<file path="src/rtl/accum_alu_pkg.sv">
package accum_alu_pkg;

  typedef enum logic [2:0] {
    OP_ADD  = 3'd0,
    OP_ADDC = 3'd1,
    OP_SUBB = 3'd2,
    OP_MUL  = 3'd3,
    OP_DIV  = 3'd4
  } alu_op_e;

  // status word bit positions (decoded by neighbours, so fixed)
  localparam int PSW_CY  = 7;
  localparam int PSW_AC  = 6;
  localparam int PSW_F0  = 5;
  localparam int PSW_RS1 = 4;
  localparam int PSW_RS0 = 3;
  localparam int PSW_OV  = 2;
  localparam int PSW_F1  = 1;
  localparam int PSW_P   = 0;
  localparam int PSW_W   = 8;

  typedef struct packed {
    logic cy;
    logic ac;
    logic ov;
  } arith_flags_t;

endpackage

</file>
<file path="src/rtl/aa_addsub.sv">
module aa_addsub #(
  parameter int W = 8
) (
  input  logic         sub,
  input  logic         cin,
  input  logic [W-1:0] a,
  input  logic [W-1:0] b,
  output logic [W-1:0] res,
  output logic         cy,
  output logic         ac,
  output logic         ov
);
  localparam int H = W / 2;

  logic [W-1:0] b_eff;
  logic         c_eff;
  logic [W:0]   full;
  logic [H:0]   low;

  // one adder serves both directions: a - b - c == a + ~b + ~c
  always_comb begin
    b_eff = sub ? ~b : b;
    c_eff = sub ? ~cin : cin;
    full  = {1'b0, a} + {1'b0, b_eff} + (W+1)'(c_eff);
    low   = {1'b0, a[H-1:0]} + {1'b0, b_eff[H-1:0]} + (H+1)'(c_eff);
    res   = full[W-1:0];
    cy    = sub ? ~full[W] : full[W];
    ac    = sub ? ~low[H] : low[H];
    ov    = (a[W-1] == b_eff[W-1]) && (full[W-1] != a[W-1]);
  end

endmodule

</file>
<file path="src/rtl/aa_muldiv.sv">
module aa_muldiv #(
  parameter int W = 8
) (
  input  logic [W-1:0]   a,
  input  logic [W-1:0]   d,
  output logic [2*W-1:0] prod,
  output logic [W-1:0]   quo,
  output logic [W-1:0]   rem,
  output logic           div_zero
);
  logic [W-1:0] rem_s [0:W];

  assign prod     = {{W{1'b0}}, a} * {{W{1'b0}}, d};
  assign div_zero = (d == '0);
  assign rem_s[0] = '0;

  // restoring division, one stage per dividend bit, MSB first
  for (genvar i = 0; i < W; i++) begin : g_stage
    logic [W:0] trial;
    logic       fit;
    assign trial          = {rem_s[i], a[W-1-i]};
    assign fit            = (trial >= {1'b0, d});
    assign quo[W-1-i]     = fit;
    assign rem_s[i+1]     = fit ? W'(trial - {1'b0, d}) : trial[W-1:0];
  end

  assign rem = rem_s[W];

endmodule

</file>
<file path="src/rtl/aa_psw.sv">
module aa_psw
  import accum_alu_pkg::*;
#(
  parameter int W         = 8,
  parameter int RAM_AW    = 8,
  parameter int BANK_REGS = 8
) (
  input  logic              clk,
  input  logic              rst,
  input  logic              flag_upd,
  input  arith_flags_t      flags_in,
  input  logic              wr_en,
  input  logic [PSW_W-1:0]  wr_data,
  input  logic [W-1:0]      acc_in,
  output logic [PSW_W-1:0]  psw_q,
  output logic [RAM_AW-1:0] bank_base
);
  localparam int BANK_SH = $clog2(BANK_REGS);

  logic       cy_q, ac_q, ov_q, f0_q, f1_q, par_q;
  logic [1:0] rs_q;
  logic       unused_par_wr;

  assign unused_par_wr = wr_data[PSW_P];

  always_ff @(posedge clk) begin
    if (rst) begin
      cy_q  <= 1'b0;
      ac_q  <= 1'b0;
      ov_q  <= 1'b0;
      f0_q  <= 1'b0;
      f1_q  <= 1'b0;
      rs_q  <= 2'b00;
      par_q <= 1'b0;
    end else begin
      if (wr_en) begin
        cy_q <= wr_data[PSW_CY];
        ac_q <= wr_data[PSW_AC];
        f0_q <= wr_data[PSW_F0];
        rs_q <= {wr_data[PSW_RS1], wr_data[PSW_RS0]};
        ov_q <= wr_data[PSW_OV];
        f1_q <= wr_data[PSW_F1];
      end
      // arithmetic result overrides a same-cycle software write
      if (flag_upd) begin
        cy_q <= flags_in.cy;
        ac_q <= flags_in.ac;
        ov_q <= flags_in.ov;
      end
      par_q <= ^acc_in;
    end
  end

  always_comb begin
    psw_q          = '0;
    psw_q[PSW_CY]  = cy_q;
    psw_q[PSW_AC]  = ac_q;
    psw_q[PSW_F0]  = f0_q;
    psw_q[PSW_RS1] = rs_q[1];
    psw_q[PSW_RS0] = rs_q[0];
    psw_q[PSW_OV]  = ov_q;
    psw_q[PSW_F1]  = f1_q;
    psw_q[PSW_P]   = par_q;
  end

  assign bank_base = RAM_AW'({rs_q, {BANK_SH{1'b0}}});

  // parity tracks the accumulator seen one edge earlier
  p_parity_follows_acc_r8: assert property (@(posedge clk) disable iff (rst)
    1'b1 |=> psw_q[PSW_P] == ^$past(acc_in));

  // user flags and bank select only move on a write
  p_user_bits_hold_r12: assert property (@(posedge clk) disable iff (rst)
    !wr_en |=> $stable({f0_q, f1_q, rs_q}));

endmodule

</file>
<file path="src/rtl/accum_alu.sv">
module accum_alu
  import accum_alu_pkg::*;
#(
  parameter int DATA_W    = 8,
  parameter int RAM_AW    = 8,
  parameter int BANK_REGS = 8
) (
  input  logic              clk,
  input  logic              rst,
  input  logic              op_valid,
  input  logic [2:0]        op_code,
  input  logic [DATA_W-1:0] acc_in,
  input  logic [DATA_W-1:0] opnd_in,
  input  logic [DATA_W-1:0] b_in,
  input  logic              psw_we,
  input  logic [7:0]        psw_wdata,
  output logic [DATA_W-1:0] res_acc,
  output logic [DATA_W-1:0] res_b,
  output logic              res_acc_we,
  output logic              res_b_we,
  output logic [7:0]        psw_out,
  output logic [RAM_AW-1:0] bank_base
);
  logic [DATA_W-1:0]   as_res;
  logic                as_cy, as_ac, as_ov;
  logic [2*DATA_W-1:0] prod;
  logic [DATA_W-1:0]   quo, rem;
  logic                div_zero;

  logic                is_add, is_addc, is_sub, is_mul, is_div, take;
  arith_flags_t        nxt_flags;
  logic [DATA_W-1:0]   nxt_acc, nxt_b;
  logic                nxt_acc_we, nxt_b_we;

  always_comb begin
    is_add  = op_valid && (op_code == OP_ADD);
    is_addc = op_valid && (op_code == OP_ADDC);
    is_sub  = op_valid && (op_code == OP_SUBB);
    is_mul  = op_valid && (op_code == OP_MUL);
    is_div  = op_valid && (op_code == OP_DIV);
    take    = is_add | is_addc | is_sub | is_mul | is_div;
  end

  aa_addsub #(.W(DATA_W)) u_addsub (
    .sub (is_sub),
    .cin ((is_addc | is_sub) & psw_out[PSW_CY]),
    .a   (acc_in),
    .b   (opnd_in),
    .res (as_res),
    .cy  (as_cy),
    .ac  (as_ac),
    .ov  (as_ov)
  );

  aa_muldiv #(.W(DATA_W)) u_muldiv (
    .a        (acc_in),
    .d        (b_in),
    .prod     (prod),
    .quo      (quo),
    .rem      (rem),
    .div_zero (div_zero)
  );

  always_comb begin
    nxt_flags  = '0;
    nxt_acc    = as_res;
    nxt_b      = prod[2*DATA_W-1:DATA_W];
    nxt_acc_we = 1'b0;
    nxt_b_we   = 1'b0;
    if (is_add || is_addc || is_sub) begin
      nxt_flags  = '{cy: as_cy, ac: as_ac, ov: as_ov};
      nxt_acc_we = 1'b1;
    end else if (is_mul) begin
      nxt_flags.ov = |prod[2*DATA_W-1:DATA_W];
      nxt_acc      = prod[DATA_W-1:0];
      nxt_acc_we   = 1'b1;
      nxt_b_we     = 1'b1;
    end else if (is_div) begin
      nxt_flags.ov = div_zero;
      nxt_acc      = quo;
      nxt_b        = rem;
      nxt_acc_we   = !div_zero;
      nxt_b_we     = !div_zero;
    end
  end

  always_ff @(posedge clk) begin
    if (rst) begin
      res_acc    <= '0;
      res_b      <= '0;
      res_acc_we <= 1'b0;
      res_b_we   <= 1'b0;
    end else begin
      res_acc_we <= nxt_acc_we;
      res_b_we   <= nxt_b_we;
      if (nxt_acc_we) res_acc <= nxt_acc;
      if (nxt_b_we)   res_b   <= nxt_b;
    end
  end

  aa_psw #(
    .W         (DATA_W),
    .RAM_AW    (RAM_AW),
    .BANK_REGS (BANK_REGS)
  ) u_psw (
    .clk       (clk),
    .rst       (rst),
    .flag_upd  (take),
    .flags_in  (nxt_flags),
    .wr_en     (psw_we),
    .wr_data   (psw_wdata),
    .acc_in    (acc_in),
    .psw_q     (psw_out),
    .bank_base (bank_base)
  );

  // zero divisor raises OV and suppresses write-back
  p_div_zero_no_write_r7: assert property (@(posedge clk) disable iff (rst)
    (op_valid && op_code == OP_DIV && b_in == '0)
      |=> (!res_acc_we && !res_b_we && psw_out[PSW_OV] && !psw_out[PSW_CY]));

  // multiply overflow flag agrees with the written high byte
  p_mul_ov_matches_high_r5: assert property (@(posedge clk) disable iff (rst)
    (op_valid && op_code == OP_MUL)
      |=> (res_b_we && (psw_out[PSW_OV] == (res_b != '0))));

  // a B write is always accompanied by an accumulator write
  p_b_write_pairs_r13: assert property (@(posedge clk) disable iff (rst)
    res_b_we |-> res_acc_we);

  // idle cycles leave flags and strobes quiet
  p_idle_quiet_r12: assert property (@(posedge clk) disable iff (rst)
    (!op_valid && !psw_we)
      |=> (!res_acc_we && !res_b_we && $stable(psw_out[7:1])));

endmodule

</file>
<file path="config.mk">
export PLATFORM = sky130hd
export DESIGN_NAME = accum_alu
export DESIGN_NICKNAME = d
export VERILOG_FILES = /design/src/rtl/accum_alu_pkg.sv /design/src/rtl/aa_addsub.sv /design/src/rtl/aa_muldiv.sv /design/src/rtl/aa_psw.sv /design/src/rtl/accum_alu.sv
export SDC_FILE = /design/constraint.sdc
export NUM_CORES = 1
export LEC_CHECK = 0
export BUFFER_PORTS_ARGS = -buffer_cell sky130_fd_sc_hd__buf_2
export CAP_MARGIN = 10
export CORE_MARGIN = 1.5
export CORE_UTILIZATION = 40
export DETAILED_ROUTE_END_ITERATION = 8
export PLACE_DENSITY = 0.62
export SETUP_SLACK_MARGIN = 0.4
export SYNTH_ARGS = -nofsm -noshare
export SYNTH_HDL_FRONTEND = slang
export SYNTH_SLANG_ARGS = --single-unit
</file>
<file path="constraint.sdc">
create_clock -name clk -period 39.1 [get_ports clk]
set_input_delay 11.73 -clock clk [delete_from_list [all_inputs] [get_ports clk]]
set_output_delay 11.73 -clock clk [all_outputs]
set_load 0.01 [all_outputs]
</file>
==> results of run 1 <==
[routing by layer]
metal  vias to the layer above  global-route usage (%)  part of all wire [%]
met2                       158                    35.4                    45
met3                        17                    1.12                   5.1
met5                         -                       0                     0
met1                      2961                    28.2                    49
li1                       3199                       -                     -
met4                         0                    3.76                   1.5
[synth_stat cells, types with 17 or more instances]
cell type,instances,share of area [%]
a21o_1,27,2.9
a21oi_1,55,3.9
dfxtp_1,26,7.4
fa_1,45,13
ha_1,109,19
inv_1,90,4.8
nand2_1,70,3.7
nand2b_1,17,1.5
nor2_1,86,4.6
nor2b_1,22,1.9
o21ai_0,49,3.5
xnor2_1,36,4.5
xor2_1,34,4.2
[stage by stage]
stage | power [mW] | std cells
floorplan | 0.322 | 903
global placement | 0.395 | 1161
detailed placement | 0.396 | 1161
CTS | 0.421 | 1164
global route | 0.467 | 1164
finish | 0.421 | 1164
[worst max-delay path by stage]
stage,end,from,cells past startpoint
final,res_b[3]$_SDFFE_PP0P_,b_in[1],80
after global placement,res_b[3]$_SDFFE_PP0P_,b_in[1],80
after floorplan,res_b[3]$_SDFFE_PP0P_,b_in[1],83
after CTS,res_b[3]$_SDFFE_PP0P_,b_in[1],80
after detailed placement,res_b[3]$_SDFFE_PP0P_,b_in[1],80
after global routing,res_b[3]$_SDFFE_PP0P_,b_in[1],80
[logic make-up (layout without fill, tap and decap cells)]
family | count (synthesis) | count (layout) | share of synthesized area, %
and+or+nand+nor | 258 | 258 | 17.5
AOI/OAI and AO/OA | 232 | 232 | 22.1
adders and majority gates | 154 | 154 | 32.1
buffers and inverters | 128 | 164 | 7.82
xor gates and xnor gates | 70 | 70 | 8.68
muxes | 29 | 29 | 4.40
DFF | 26 | 26 | 7.37
other | 1 | 6 | 0.0531
[worst min-delay path, stage by stage (launching register included)]
cell	delay, ns
dfxtp_1	0.32
nand2_1	0.04
o21ai_0	0.05
[layout make-up]
| class | count | area [um2] |
|---|---|---|
| Fill cell | 1785 | 9720 |
| Sequential cell | 26 | 520 |
| Clock buffer | 3 | 75.1 |
| Multi-Input combinational cell | 749 | 6010 |
| Timing Repair Buffer | 68 | 348 |
| Inverter | 93 | 349 |
| Tap cell | 225 | 282 |
[power breakdown]
part / switching, mW / internal [mW] / leakage [nW]
Sequential: 0.00197 / 0.0305 / 0.214
Clock: 0.00923 / 0.0136 / 0.0370
Combinational: 0.211 / 0.155 / 3.58
Total: 0.222 / 0.199 / 3.83
==> metrics.yaml, run 1 <==
timing:
  finalHoldViolations: 0
  rsz0062_at_grt: "no"
  tightest_slew_ns: 0.917
  setup_viol: 0
  fin_tns_setup_ns: 0
  finalCriticalPeriod_ns: 31.49
  slew-limit-headroom_pct: 38.1
  worst_slack_ns: 7.61
  fin_crit_sh_pct: 80.5
  drv_slew: 0
  hold_slack_ns: 0.452
  max_freq_mhz: 31.8
  skew_ns: 0.00104
global_route:
  grt-ovfl-total: 0
  first_global_vias: 6149
  antenna_found_initial: 0
  grt_max_degree: 24
  grt_first_pass_wirelength_um: 30400
  grt_usage_pct: 20.4
min_path:
  min_path_cells: 2
  whs_endpoint: "res_b[7]$_SDFFE_PP0P_"
  min_from: "res_b[7]$_SDFFE_PP0P_"
  hp-class: "reg2reg"
critical_path:
  r2r-start: "u_psw.cy_q$_SDFFE_PP0P_"
  r2r_end: "u_psw.ov_q$_SDFFE_PP0P_"
  path_common_cell: "o21ai_0"
  reg2regPathDepth: 17
  rrSetupSlack_ns: 36.05
  cpMaxStageDelayCell: "clkinv_1"
  crit_arrival_ns: 31.62
  path_buf_inv: 9
  crit_fanout: 20
  critPathLaunchType: "input port"
  crit_path_end_kind: "flop"
  worstPathRequired_ns: 39.23
  crit_type: "in2reg"
  worst_path_largest_cell_delay_ns: 0.64
  crit_family: "compound AO/OA/AOI/OAI gates"
route:
  drt_iter0_drc: 388
  vias: 6335
  ant_nets: 0
  wirelength_um: 18700
  avgRoutedWirePerCell_um: 16.0
  drc: 0
  dr.pass1.iters: 5
  viasPerCell: 5.44
cells_and_area:
  antenna_cells: 0
  drive_gt1_share_pct: 11.1
  final_util_pct: 43.8
  postLayoutCellArea_mm2: 0.00758
  nets: 1134
  syn_to_final_growth_pct: 7.37
  final_common_cell: "ha_1"
  largestRegisters: "res_acc: 8 flops, res_b: 8 flops, u_psw.rs_q: 2 flops"
  mostFrequentLayoutCells: "ha_1 (109), inv_1 (90), nor2_1 (86)"
synth:
  synthCells: 898
  postSynthAreaPerCell_um2: 7.86
  synthArstFlopShare_pct: 0
  yosys_warnings: 0
  ys_types: 76
  synth_edf_count: 0
  synth_ff_type: "dfxtp_1"
  synth_area_mm2: 0.00706
  ys_ff_latch: 26
  yosysSeqAreaShare_pct: 7.37
placement:
  place.gp.congestion: 0.873
  place_hpwl_um: 15300
  place_area_mm2: 0.00750
  portBuffers: 65
  dp_slack_ns: 7.36
clock_tree:
  clock_path_buffers: 2
  postCtsSetupBuffers: 0
  cts_resized: 0
  cts_tree: "yes"
  clkSinkCount: 26
  clk_latency_ns: 0.26
  root_buffer: "clkbuf_16"
  clk_pin_slew_ns: 0.06
  numCtsBuffers: 3
  holdBufCountCts: 0
  h-tree-depth: 1
power_and_ir_drop:
  p_per_area_mw_per_mm2: 55.6
  vdd_ir_drop_max_v: 0.0000323
  p_leak_nw: 3.83
floorplanning:
  fp.dieW_um: 136
  initial_utilization_pct: 40.8
  rows: 48
  design.core.area_mm2: 0.0173
  io_pins: 73
  die_h_um: 136
  die_area_mm2: 0.0185
flow_run:
  cap_violations: 0
outcome:
  status: "finished, final reports clean"
Note: power is estimated with default switching activity, not from simulation.
==> run 2: changes to the inputs <==
- PLACE_DENSITY: 0.62 -> 0.64
- clock period: 39.1 -> 27.5 ns (I/O delays scaled with it)
==> run 2 against run 1 <==
Utilization up 0.41 points. Cell count up 0.60%. Critical path type unchanged. Total power up 44%. Combinational power up 45%. Sequential share of layout area down 0.063 points.
==> metrics.yaml, run 2 (synthesized netlist as in run 1, its figures left out) <==
cells_and_area:
  largestRegisters: "res_acc: 8 flops, res_b: 8 flops, u_psw.rs_q: 2 flops"
  final_common_cell: "ha_1"
  syn_to_final_growth_pct: 8.37
  seq_area_um2: 520
  drive_gt1_share_pct: 12.2
  num-fill-cells: 1778
  antenna_cells: 0
  mostFrequentLayoutCells: "ha_1 (109), inv_1 (90), nor2_1 (86)"
  instances_no_fill: 1171
  multi_input_area_mm2: 0.00602
  nets: 1141
  final_util_pct: 44.2
timing:
  finalHoldViolations: 0
  skew_ns: 0.00337
  tightest_slew_ns: 0.897
  fin_tns_setup_ns: 0
  finalCriticalPeriod_ns: 25.79
  slew-limit-headroom_pct: 39.4
  worst_slack_ns: 1.71
  setup_viol: 0
  rsz0062_at_grt: "no"
  drv_slew: 0
  fin_crit_sh_pct: 93.8
  hold_slack_ns: 0.447
  max_freq_mhz: 38.8
global_route:
  first_global_vias: 6235
  grt_first_pass_wirelength_um: 31100
  grt_max_degree: 24
  grt_usage_pct: 20.8
  grt-ovfl-total: 0
  antenna_found_initial: 0
power_and_ir_drop:
  p_leak_nw: 3.87
  vdd_ir_drop_max_v: 0.0000464
  p_per_area_mw_per_mm2: 79.5
critical_path:
  r2r_end: "u_psw.ov_q$_SDFFE_PP0P_"
  crit_family: "compound AO/OA/AOI/OAI gates"
  reg2regPathDepth: 17
  worst_path_largest_cell_delay_ns: 0.62
  worstPathRequired_ns: 27.63
  critPathLaunchType: "input port"
  path_buf_inv: 8
  crit_path_end_kind: "flop"
  startpoint: "acc_in[7]"
  r2r-start: "u_psw.cy_q$_SDFFE_PP0P_"
  crit_fanout: 15
  crit_type: "in2reg"
  crit_arrival_ns: 25.93
  path_depth: 78
  rrSetupSlack_ns: 24.50
  cpMaxStageDelayCell: "or4_1"
clock_tree:
  root_buffer: "clkbuf_16"
  clock_path_buffers: 2
  h-tree-depth: 1
  clk_latency_ns: 0.26
  clkSinkCount: 26
  numCtsBuffers: 3
  cts_tree: "yes"
  clk_pin_slew_ns: 0.06
floorplanning:
  rows: 48
  design.core.area_mm2: 0.0173
  initial_utilization_pct: 40.8
  die_area_mm2: 0.0185
  fp.dieW_um: 136
  die_h_um: 136
  io_pins: 73
placement:
  portBuffers: 65
  dp_slack_ns: 0.784
  place_hpwl_um: 15400
  place.gp.congestion: 0.872
  dp_cells: 1165
route:
  dr.pass1.iters: 5
  drc: 0
  vias: 6411
  wirelength_um: 18800
  viasPerCell: 5.47
  ant_nets: 0
  drt_iter0_drc: 441
  avgRoutedWirePerCell_um: 16.1
min_path:
  min_path_cells: 2
  min_from: "res_b[3]$_SDFFE_PP0P_"
  whs_endpoint: "res_b[3]$_SDFFE_PP0P_"
  hp-class: "reg2reg"
flow_run:
  cap_violations: 0
outcome:
  status: "finished, final reports clean"
-- run 2: cell count changes in the layout (fill, tap and decap cells not counted), sizes merged --
cell,change
buf,+7
-- run 2: worst max-delay path by stage --
stage,end,slack [ns]
floorplan,res_b[3]$_SDFFE_PP0P_,2.73
global placement,res_b[3]$_SDFFE_PP0P_,0.84
detailed placement,res_b[3]$_SDFFE_PP0P_,0.78
CTS,res_b[3]$_SDFFE_PP0P_,0.99
global route,res_b[3]$_SDFFE_PP0P_,0.35
finish,res_b[3]$_SDFFE_PP0P_,1.71
-- run 2: per-layer routing --
layer	wire length (um)	track usage, %	share of wire, %	vias up
met3	1010	1.23	5.4	13
met4	176	3.35	0.94	0
met5	0	0	0	-
met1	9130	29.3	48	3008
li1	-	-	-	3216
met2	8510	35.4	45	174
-- run 2: stage by stage --
| stage | total power [mW] | instance area (um2) |
|---|---|---|
| global placement | 0.562 | 7530 |
| finish | 0.608 | 7650 |
| CTS | 0.601 | 7610 |
| detailed placement | 0.566 | 7530 |
| floorplan | 0.458 | 7080 |
| global route | 0.673 | 7650 |
-- run 2: power breakdown --
group          switching [mW]  leakage (nW)  internal, mW
sequential            0.00285         0.214        0.0434
clock                  0.0122        0.0370        0.0193
combinational           0.305          3.62         0.225
total                   0.320          3.87         0.288
-- run 2: what timing repair did --
action	4_1_cts	5_1_grt
hold buffers	0	0
resized for setup	0	6
setup endpoints to repair	0	9
buffers inserted	0	3
-- run 2: final cells by class --
class / instances / share of cell area, %
clock buffer: 3 / 0.981
inverter: 93 / 4.56
multi-input combinational: 749 / 78.7
sequential: 26 / 6.80
tap: 225 / 3.68
timing repair buffer: 75 / 5.23
-- run 2: worst min-delay path, stage by stage (launching register included) --
cell	delay, ns
dfxtp_1	0.31
nand2_1	0.05
o21ai_1	0.05
